File: src/rtl/ss_seq_pkg.sv
package ss_seq_pkg;

  typedef enum logic [2:0] {
    ST_IDLE    = 3'd0,
    ST_SGCHK   = 3'd1,
    ST_STG1    = 3'd2,
    ST_STG2    = 3'd3,
    ST_WAITDIM = 3'd4,
    ST_REG     = 3'd5,
    ST_FAULT   = 3'd6
  } seq_state_e;

  typedef enum logic [1:0] {
    DIR_HOLD = 2'd0,
    DIR_UP   = 2'd1,
    DIR_DOWN = 2'd2
  } step_dir_e;

endpackage

File: src/rtl/ss_dim_tracker.sv
module ss_dim_tracker #(
  parameter int HOLD_CYC = 10000
) (
  input  logic clk_i,
  input  logic rst_ni,
  input  logic dim_i,
  input  logic run_i,
  output logic dim_s_o,
  output logic upd_o
);
  localparam int HW = $clog2(HOLD_CYC + 1);

  logic          sync1_q, sync2_q, dim_q;
  logic [HW-1:0] hold_q;
  logic          rise, hold_hit;

  always_ff @(posedge clk_i or negedge rst_ni) begin
    if (!rst_ni) begin
      sync1_q <= 1'b0;
      sync2_q <= 1'b0;
      dim_q   <= 1'b0;
    end else begin
      sync1_q <= dim_i;
      sync2_q <= sync1_q;
      dim_q   <= sync2_q;
    end
  end

  assign rise     = sync2_q & ~dim_q;
  assign hold_hit = sync2_q & ~rise & (hold_q == HW'(HOLD_CYC - 1));

  // hold timer restarts on every edge so the period is measured from it
  always_ff @(posedge clk_i or negedge rst_ni) begin
    if (!rst_ni)                          hold_q <= '0;
    else if (!run_i || !sync2_q || rise)  hold_q <= '0;
    else if (hold_hit)                    hold_q <= '0;
    else                                  hold_q <= hold_q + 1'b1;
  end

  assign dim_s_o = sync2_q;
  assign upd_o   = run_i & (rise | hold_hit);

  AST_NO_UPD_DIM_LOW: assert property (@(posedge clk_i) disable iff (!rst_ni)
    (run_i && !sync2_q) |-> !upd_o);

endmodule

File: src/rtl/ss_dir_sel.sv
module ss_dir_sel
  import ss_seq_pkg::*;
#(
  parameter int N_CH = 4
) (
  input  logic            clk_i,
  input  logic            rst_ni,
  input  logic            clr_i,
  input  logic [N_CH-1:0] open_i,
  input  logic [N_CH-1:0] lo_i,
  input  logic [N_CH-1:0] hi_i,
  output step_dir_e       dir_o
);
  logic [N_CH-1:0] mask_q, act, lo_act, hi_ok;

  always_ff @(posedge clk_i or negedge rst_ni) begin
    if (!rst_ni)    mask_q <= '0;
    else if (clr_i) mask_q <= '0;
    else            mask_q <= mask_q | open_i;
  end

  for (genvar c = 0; c < N_CH; c++) begin : g_ch
    assign act[c]    = ~(mask_q[c] | open_i[c]);
    assign lo_act[c] = act[c] & lo_i[c];
    assign hi_ok[c]  = ~act[c] | hi_i[c];
  end

  always_comb begin
    if (|lo_act)              dir_o = DIR_UP;
    else if ((|act) && &hi_ok) dir_o = DIR_DOWN;
    else                      dir_o = DIR_HOLD;
  end

  AST_OPEN_STICKY: assert property (@(posedge clk_i) disable iff (!rst_ni)
    !clr_i |=> ((mask_q & $past(mask_q)) == $past(mask_q)));

endmodule

File: src/rtl/ss_code_ctl.sv
module ss_code_ctl
  import ss_seq_pkg::*;
#(
  parameter int CODE_W   = 9,
  parameter int CODE_MIN = 246,
  parameter int CODE_MAX = 511
) (
  input  logic              clk_i,
  input  logic              rst_ni,
  input  logic              zero_i,
  input  logic              clamp_i,
  input  logic              inc_i,
  input  logic              upd_i,
  input  step_dir_e         dir_i,
  output logic [CODE_W-1:0] code_o
);
  localparam logic [CODE_W-1:0] CMIN = CODE_W'(CODE_MIN);
  localparam logic [CODE_W-1:0] CMAX = CODE_W'(CODE_MAX);

  logic [CODE_W-1:0] code_q, code_d;

  always_comb begin
    code_d = code_q;
    if (zero_i) begin
      code_d = '0;
    end else if (clamp_i) begin
      if (code_q < CMIN)      code_d = CMIN;
      else if (code_q > CMAX) code_d = CMAX;
    end else if (upd_i) begin
      if (dir_i == DIR_UP && code_q < CMAX)        code_d = code_q + 1'b1;
      else if (dir_i == DIR_DOWN && code_q > CMIN) code_d = code_q - 1'b1;
    end else if (inc_i && code_q < CMAX) begin
      code_d = code_q + 1'b1;
    end
  end

  always_ff @(posedge clk_i or negedge rst_ni) begin
    if (!rst_ni) code_q <= '0;
    else         code_q <= code_d;
  end

  assign code_o = code_q;

  AST_CODE_CEIL: assert property (@(posedge clk_i) disable iff (!rst_ni)
    code_q <= CMAX);

endmodule

File: src/rtl/softstart_ref_seq.sv
module softstart_ref_seq
  import ss_seq_pkg::*;
#(
  parameter int N_CH      = 4,
  parameter int CODE_W    = 9,
  parameter int CODE_MIN  = 246,
  parameter int CODE_MAX  = 511,
  parameter int STG1_CYC  = 2000,
  parameter int STG2_CYC  = 50000,
  parameter int STG2F_CYC = 25000,
  parameter int STEP_CYC  = 64,
  parameter int HOLD_CYC  = 10000
) (
  input  logic              clk_i,
  input  logic              rst_ni,
  input  logic              en_i,
  input  logic              fast_ss_i,
  input  logic [N_CH-1:0]   sg_short_i,
  input  logic              fb_thr_i,
  input  logic              fb_low_i,
  input  logic              fb_uv_i,
  input  logic [N_CH-1:0]   win_lo_i,
  input  logic [N_CH-1:0]   win_hi_i,
  input  logic [N_CH-1:0]   open_i,
  input  logic              dim_i,
  output logic [CODE_W-1:0] code_o,
  output logic              cp_en_o,
  output logic              sw_en_o,
  output logic              fault_o,
  output logic [2:0]        state_o
);
  localparam int TMR_W  = $clog2(STG1_CYC + STG2_CYC + STG2F_CYC + 1);
  localparam int STEP_W = $clog2(STEP_CYC + 1);
  localparam logic [TMR_W-1:0] TMR_TOP = '1;

  seq_state_e        state_q, state_n;
  logic [TMR_W-1:0]  tmr_q, stg2_last;
  logic [STEP_W-1:0] step_q;
  logic              fast_q, step_hit, inc, clamp, dim_s, upd;
  step_dir_e         dir;

  ss_dim_tracker #(.HOLD_CYC(HOLD_CYC)) u_dim (
    .clk_i, .rst_ni, .dim_i,
    .run_i  (state_q == ST_REG),
    .dim_s_o(dim_s),
    .upd_o  (upd)
  );

  ss_dir_sel #(.N_CH(N_CH)) u_dir (
    .clk_i, .rst_ni,
    .clr_i (state_q == ST_IDLE),
    .open_i,
    .lo_i  (win_lo_i),
    .hi_i  (win_hi_i),
    .dir_o (dir)
  );

  ss_code_ctl #(.CODE_W(CODE_W), .CODE_MIN(CODE_MIN), .CODE_MAX(CODE_MAX)) u_code (
    .clk_i, .rst_ni,
    .zero_i (!en_i),
    .clamp_i(clamp),
    .inc_i  (inc),
    .upd_i  (upd && en_i && !fb_uv_i),
    .dir_i  (dir),
    .code_o (code_o)
  );

  assign stg2_last = fast_q ? TMR_W'(STG2F_CYC - 1) : TMR_W'(STG2_CYC - 1);
  assign step_hit  = (state_q == ST_STG2) && (step_q == STEP_W'(STEP_CYC - 1));

  always_comb begin
    state_n = state_q;
    inc     = 1'b0;
    clamp   = 1'b0;
    if (!en_i) begin
      state_n = ST_IDLE;
    end else begin
      unique case (state_q)
        ST_IDLE:  state_n = ST_SGCHK;
        ST_SGCHK: state_n = (|sg_short_i) ? ST_FAULT : ST_STG1;
        ST_STG1:  if (tmr_q == TMR_W'(STG1_CYC - 1)) state_n = ST_STG2;
        ST_STG2: begin
          inc = step_hit && !fb_thr_i;
          if (tmr_q == stg2_last) state_n = fb_low_i ? ST_FAULT : ST_WAITDIM;
        end
        ST_WAITDIM: if (dim_s) begin
          state_n = ST_REG;
          clamp   = 1'b1;
        end
        ST_REG:   if (fb_uv_i) state_n = ST_FAULT;
        ST_FAULT: state_n = ST_FAULT;
        default:  state_n = ST_IDLE;
      endcase
    end
  end

  always_ff @(posedge clk_i or negedge rst_ni) begin
    if (!rst_ni) begin
      state_q <= ST_IDLE;
      tmr_q   <= '0;
      step_q  <= '0;
      fast_q  <= 1'b0;
    end else begin
      state_q <= state_n;
      if (state_n != state_q)  tmr_q <= '0;
      else if (tmr_q != TMR_TOP) tmr_q <= tmr_q + 1'b1;
      if (state_q != ST_STG2 || step_hit) step_q <= '0;
      else                                step_q <= step_q + 1'b1;
      if (state_q == ST_IDLE && en_i) fast_q <= fast_ss_i;
    end
  end

  assign cp_en_o = (state_q == ST_STG1) || (state_q == ST_STG2) ||
                   (state_q == ST_WAITDIM) || (state_q == ST_REG);
  assign sw_en_o = (state_q == ST_STG2) || (state_q == ST_WAITDIM) ||
                   (state_q == ST_REG);
  assign fault_o = (state_q == ST_FAULT);
  assign state_o = state_q;

  AST_SG_BLOCKS: assert property (@(posedge clk_i) disable iff (!rst_ni)
    (state_q == ST_SGCHK && en_i && |sg_short_i) |=> (state_q == ST_FAULT));
  AST_FAULT_HELD: assert property (@(posedge clk_i) disable iff (!rst_ni)
    (state_q == ST_FAULT && en_i) |=> (state_q == ST_FAULT));
  AST_RAMP_STEP: assert property (@(posedge clk_i) disable iff (!rst_ni)
    (state_q == ST_STG2 && en_i) |=>
      (code_o == $past(code_o) || code_o == $past(code_o) + 1'b1));
  AST_REG_STEP: assert property (@(posedge clk_i) disable iff (!rst_ni)
    (state_q == ST_REG && en_i) |=>
      (code_o == $past(code_o) || code_o == $past(code_o) + 1'b1 ||
       code_o == $past(code_o) - 1'b1));
  AST_REG_WINDOW: assert property (@(posedge clk_i) disable iff (!rst_ni)
    (state_q == ST_REG) |->
      (code_o >= CODE_W'(CODE_MIN) && code_o <= CODE_W'(CODE_MAX)));
  AST_DISABLE_IDLE: assert property (@(posedge clk_i) disable iff (!rst_ni)
    !en_i |=> (state_q == ST_IDLE && code_o == '0));

endmodule

File: config.mk
export PLATFORM = sky130hd
export DESIGN_NAME = softstart_ref_seq
export DESIGN_NICKNAME = d
export VERILOG_FILES = /design/src/rtl/ss_seq_pkg.sv /design/src/rtl/ss_dim_tracker.sv /design/src/rtl/ss_dir_sel.sv /design/src/rtl/ss_code_ctl.sv /design/src/rtl/softstart_ref_seq.sv
export SDC_FILE = /design/constraint.sdc
export NUM_CORES = 1
export LEC_CHECK = 0
export CORE_MARGIN = 2
export CORE_UTILIZATION = 53
export CTS_BUF_LIST = sky130_fd_sc_hd__clkbuf_2 sky130_fd_sc_hd__clkbuf_4 sky130_fd_sc_hd__clkbuf_8
export CTS_CLUSTER_SIZE = 10
export DETAILED_ROUTE_END_ITERATION = 8
export GPL_TIMING_DRIVEN = 0
export PLACE_DENSITY_LB_ADDON = 0.05
export RECOVER_POWER = 50
export SETUP_SLACK_MARGIN = 0.5
export SYNTH_ARGS = -nofsm -noshare
export SYNTH_HDL_FRONTEND = slang
export SYNTH_HIERARCHICAL = 1
export SYNTH_SLANG_ARGS = --single-unit
File: constraint.sdc
create_clock -name clk_i -period 2.9 [get_ports clk_i]
set_input_delay 0.58 -clock clk_i [delete_from_list [all_inputs] [get_ports clk_i]]
set_output_delay 0.58 -clock clk_i [all_outputs]
set_load 0.05 [all_outputs]
==> results_dict.tcl <==
set metrics [dict create \
    r2r_start "u_dim/hold_q[5]$_DFF_PN0_" \
    maxCapViolCount 0 \
    synth_edf_count 0 \
    dp_hpwl_um 5806 \
    drt_iter0_markers 144 \
    drive_gt1_share_pct 24.78 \
    syn_area_um2 3592 \
    worstPathMaxFanout 4 \
    synth_area_leaders "dfrtp_1 (40%), nor2_1 (7.2%), xnor2_1 (5.1%), ha_1 (3.1%), nand3_1 (2.9%)" \
    worstSkewPairLatency_ns 0.34 \
    crit_path_end_kind "flip-flop" \
    core_area_um2 6681 \
    layout.area.seq_um2 1455 \
    yosysWarnings 6 \
    grt_usage_pct 24.74 \
    crit_arrival_ns 3.04 \
    hold_depth 0 \
    start_util_pct 53.76 \
    power_density_nw_per_um2 605.5 \
    ant_nets 0 \
    final_util_pct 70.51 \
    r2r-end "u_code/code_o[2]$_DFFE_PN0P_" \
    nNetsFinal 492 \
    die_h_um 86.33 \
    wl_met3_um 384 \
    critPathKind "reg2reg" \
    instances_no_fill 544 \
    via_per_inst 5.835 \
    drv_slew 0 \
    drc 0 \
    wl_per_cell_um 15.70 \
    design_area_um2 4711 \
    hold_violations 0 \
    whs_endpoint "u_dim/dim_s_o$_DFF_PN0_" \
    htreeDepth 3 \
    drt-pass1-iter-count 5 \
    layout_common_cells "nor2_1 (66), dfrtp_1 (55), clkdlybuf4s50_1 (28)" \
    wl_met1_um 3792 \
    grt_pass1_wl_um 14670 \
    synth.avg_cell_area_um2 9.306 \
    cts_buffer_depth 2 \
    wirelength_um 8542 \
    ys_types 69 \
    cts-root-buf "clkbuf_8" \
    cts-buffers-inserted 9 \
    timing.final.crit_period_ns 2.818 \
    die_w_um 86.33 \
    cts_tree "yes" \
    tightest_slew_ns 1.022 \
    area_delta_synth_final_pct 31.14 \
    required_ns 3.12 \
    finClkSkew_ns 0.01630 \
    synth_seq_cells 58 \
    synth_cells 386 \
    core.rowCount 30 \
    io-pin-count 39 \
    slew_headroom_pct 31.89 \
    final_common_cell "nor2_1" \
    rrSetupSlack_ns 0.08 \
    wl_met2_um 4263 \
    dpl-instance-area_um2 4161 \
    grt_pass1_vias 3143 \
    final-setup-viol-count 0 \
    yosysSeqAreaShare_pct 40.40 \
    antenna_found_initial 0 \
    grt_max_degree 41 \
    status "finished, final reports clean" \
    yosysTopAreaCellShare_pct 40.40 \
    ys.flop_type "dfrtp_1" \
    fin_crit_sh_pct 97.17 \
    dp_cells 505 \
    async_flop_share_pct 100.0 \
    die_area_um2 7452 \
    diodes 0 \
    gp_congestion 0.8643 \
    syn-num-nets 419 \
    p_leak_nw 1.918 \
    p_total_mw 2.852 \
    port_buffers 38 \
    vias 3174 \
    final.fill_count 504 \
    multi_input_area_um2 2228 \
    cts_sinks 58 \
    route.top_layer_used "met4" \
    worst_setup_path_start_kind "flip-flop" \
    reg2reg_depth 9 \
    vdd_drop_max_uv 444.6 \
    timing.fmax_mhz 354.9 \
    holdCritStartpoint "u_dim/sync1_q$_DFF_PN0_" \
    clk_pin_slew_ns 0.07 \
    rsz0062_at_grt "yes" \
    min_path_type "reg2reg" \
    yosys.area.top_type "dfrtp_1" \
    grt_overflow 0 \
]
## critical path, cell delays in order, from the launching register on
cell     delay (ns)
dfrtp_1        0.38
or4_4          0.56
nor4_4         0.23
o21a_1         0.15
nor3b_4        0.26
nand2_2        0.13
o31ai_4        0.33
mux2_4         0.34
o21ba_1        0.17
o22a_1         0.17
## registers in the layout, summed over array words and instances, names as in the netlist, 3 cells and up
register       cells
u_code/code_o      9
u_dir/mask_q       4
u_dim/hold_q      14
tmr_q             17
state_o            3
step_q             7
## metal layers
layer / up-vias / global-route usage (%)
met3: 11 / 3.905
met5: - / 0
met2: 90 / 40.14
li1: 1538 / -
met4: 0 / 9.801
met1: 1535 / 33.27
## synth_stat cells (4+ instances only)
cell       n
nand2_1   24
or4_1      4
dfrtp_1   58
a21oi_1    9
nor4b_1    4
xor2_1    12
clkbuf_1   6
nor3_1    21
nand3_1   21
nor4_1     8
and3_1     4
o21ai_1    4
xnor2_1   21
nor2_1    69
inv_1     14
o22a_1     4
buf_2      5
nor3b_1    6
o21ai_0    4
nand2b_1   5
nand4_1    7
ha_1       9
## stage by stage
stage / TNS [ns] / hold slack, ns / setup WS, ns
finish: 0 / 0.3497 / 0.08215
global route: -0.03497 / 0.3575 / -0.01933
CTS: 0 / 0.1862 / 0.1265
detailed placement: -3.047 / 0.3373 / -0.3714
global placement: -39.02 / 0.3321 / -0.8291
floorplan: 0 / 0.2844 / 0.1515
## power by group
group          total, mW  internal [mW]  switching [mW]
Clock              0.764          0.427           0.337
Combinational       1.09          0.415           0.671
Sequential          1.00          0.901           0.101
Total               2.85           1.74            1.11
## kinds of logic after synthesis
family | count (synthesis) | synth area share (%)
AO/OA/AOI/OAI | 59 | 14.70
flip-flops | 58 | 40.40
adder cells (fa/ha/maj) | 9 | 3.135
XOR/XNOR | 33 | 8.046
buffers and inverters | 31 | 4.458
AND/OR/NAND/NOR | 191 | 27.45
multiplexers | 5 | 1.811
## repair_timing
action / 4_1_cts / 5_1_grt
hold buffers: 0 / 0
resized for setup: 40 / 20
setup endpoints to repair: 24 / 29
setup buffers: 17 / 6
gates cloned: 0 / 0
pin swaps: 12 / 5
## area by class of cell
class / instances / area share, %
sequential: 58 / 30.89
buffer: 16 / 2.497
multi-input combinational: 297 / 47.30
clock buffer: 11 / 3.081
clock inverter: 5 / 1.169
tap: 80 / 2.125
timing repair buffer: 62 / 11.66
inverter: 15 / 1.275
## how the worst max path moves through the flow
stage / slack [ns] / from / to / cells after the start
2_1_floorplan: 0.15 / u_dim/hold_q[4]$_DFF_PN0_ / u_code/code_o[2]$_DFFE_PN0P_ / 9
3_3_place_gp: -0.83 / rst_ni / state_o[0]$_DFF_PN0_ / 1
3_5_place_dp: -0.37 / open_i[1] / u_code/code_o[4]$_DFFE_PN0P_ / 10
4_1_cts: 0.13 / u_dim/hold_q[5]$_DFF_PN0_ / u_code/code_o[2]$_DFFE_PN0P_ / 9
5_1_grt: -0.02 / u_dim/hold_q[5]$_DFF_PN0_ / u_code/code_o[4]$_DFFE_PN0P_ / 9
6_report: 0.08 / u_dim/hold_q[5]$_DFF_PN0_ / u_code/code_o[2]$_DFFE_PN0P_ / 9
Power figures use the tool's default switching activity.
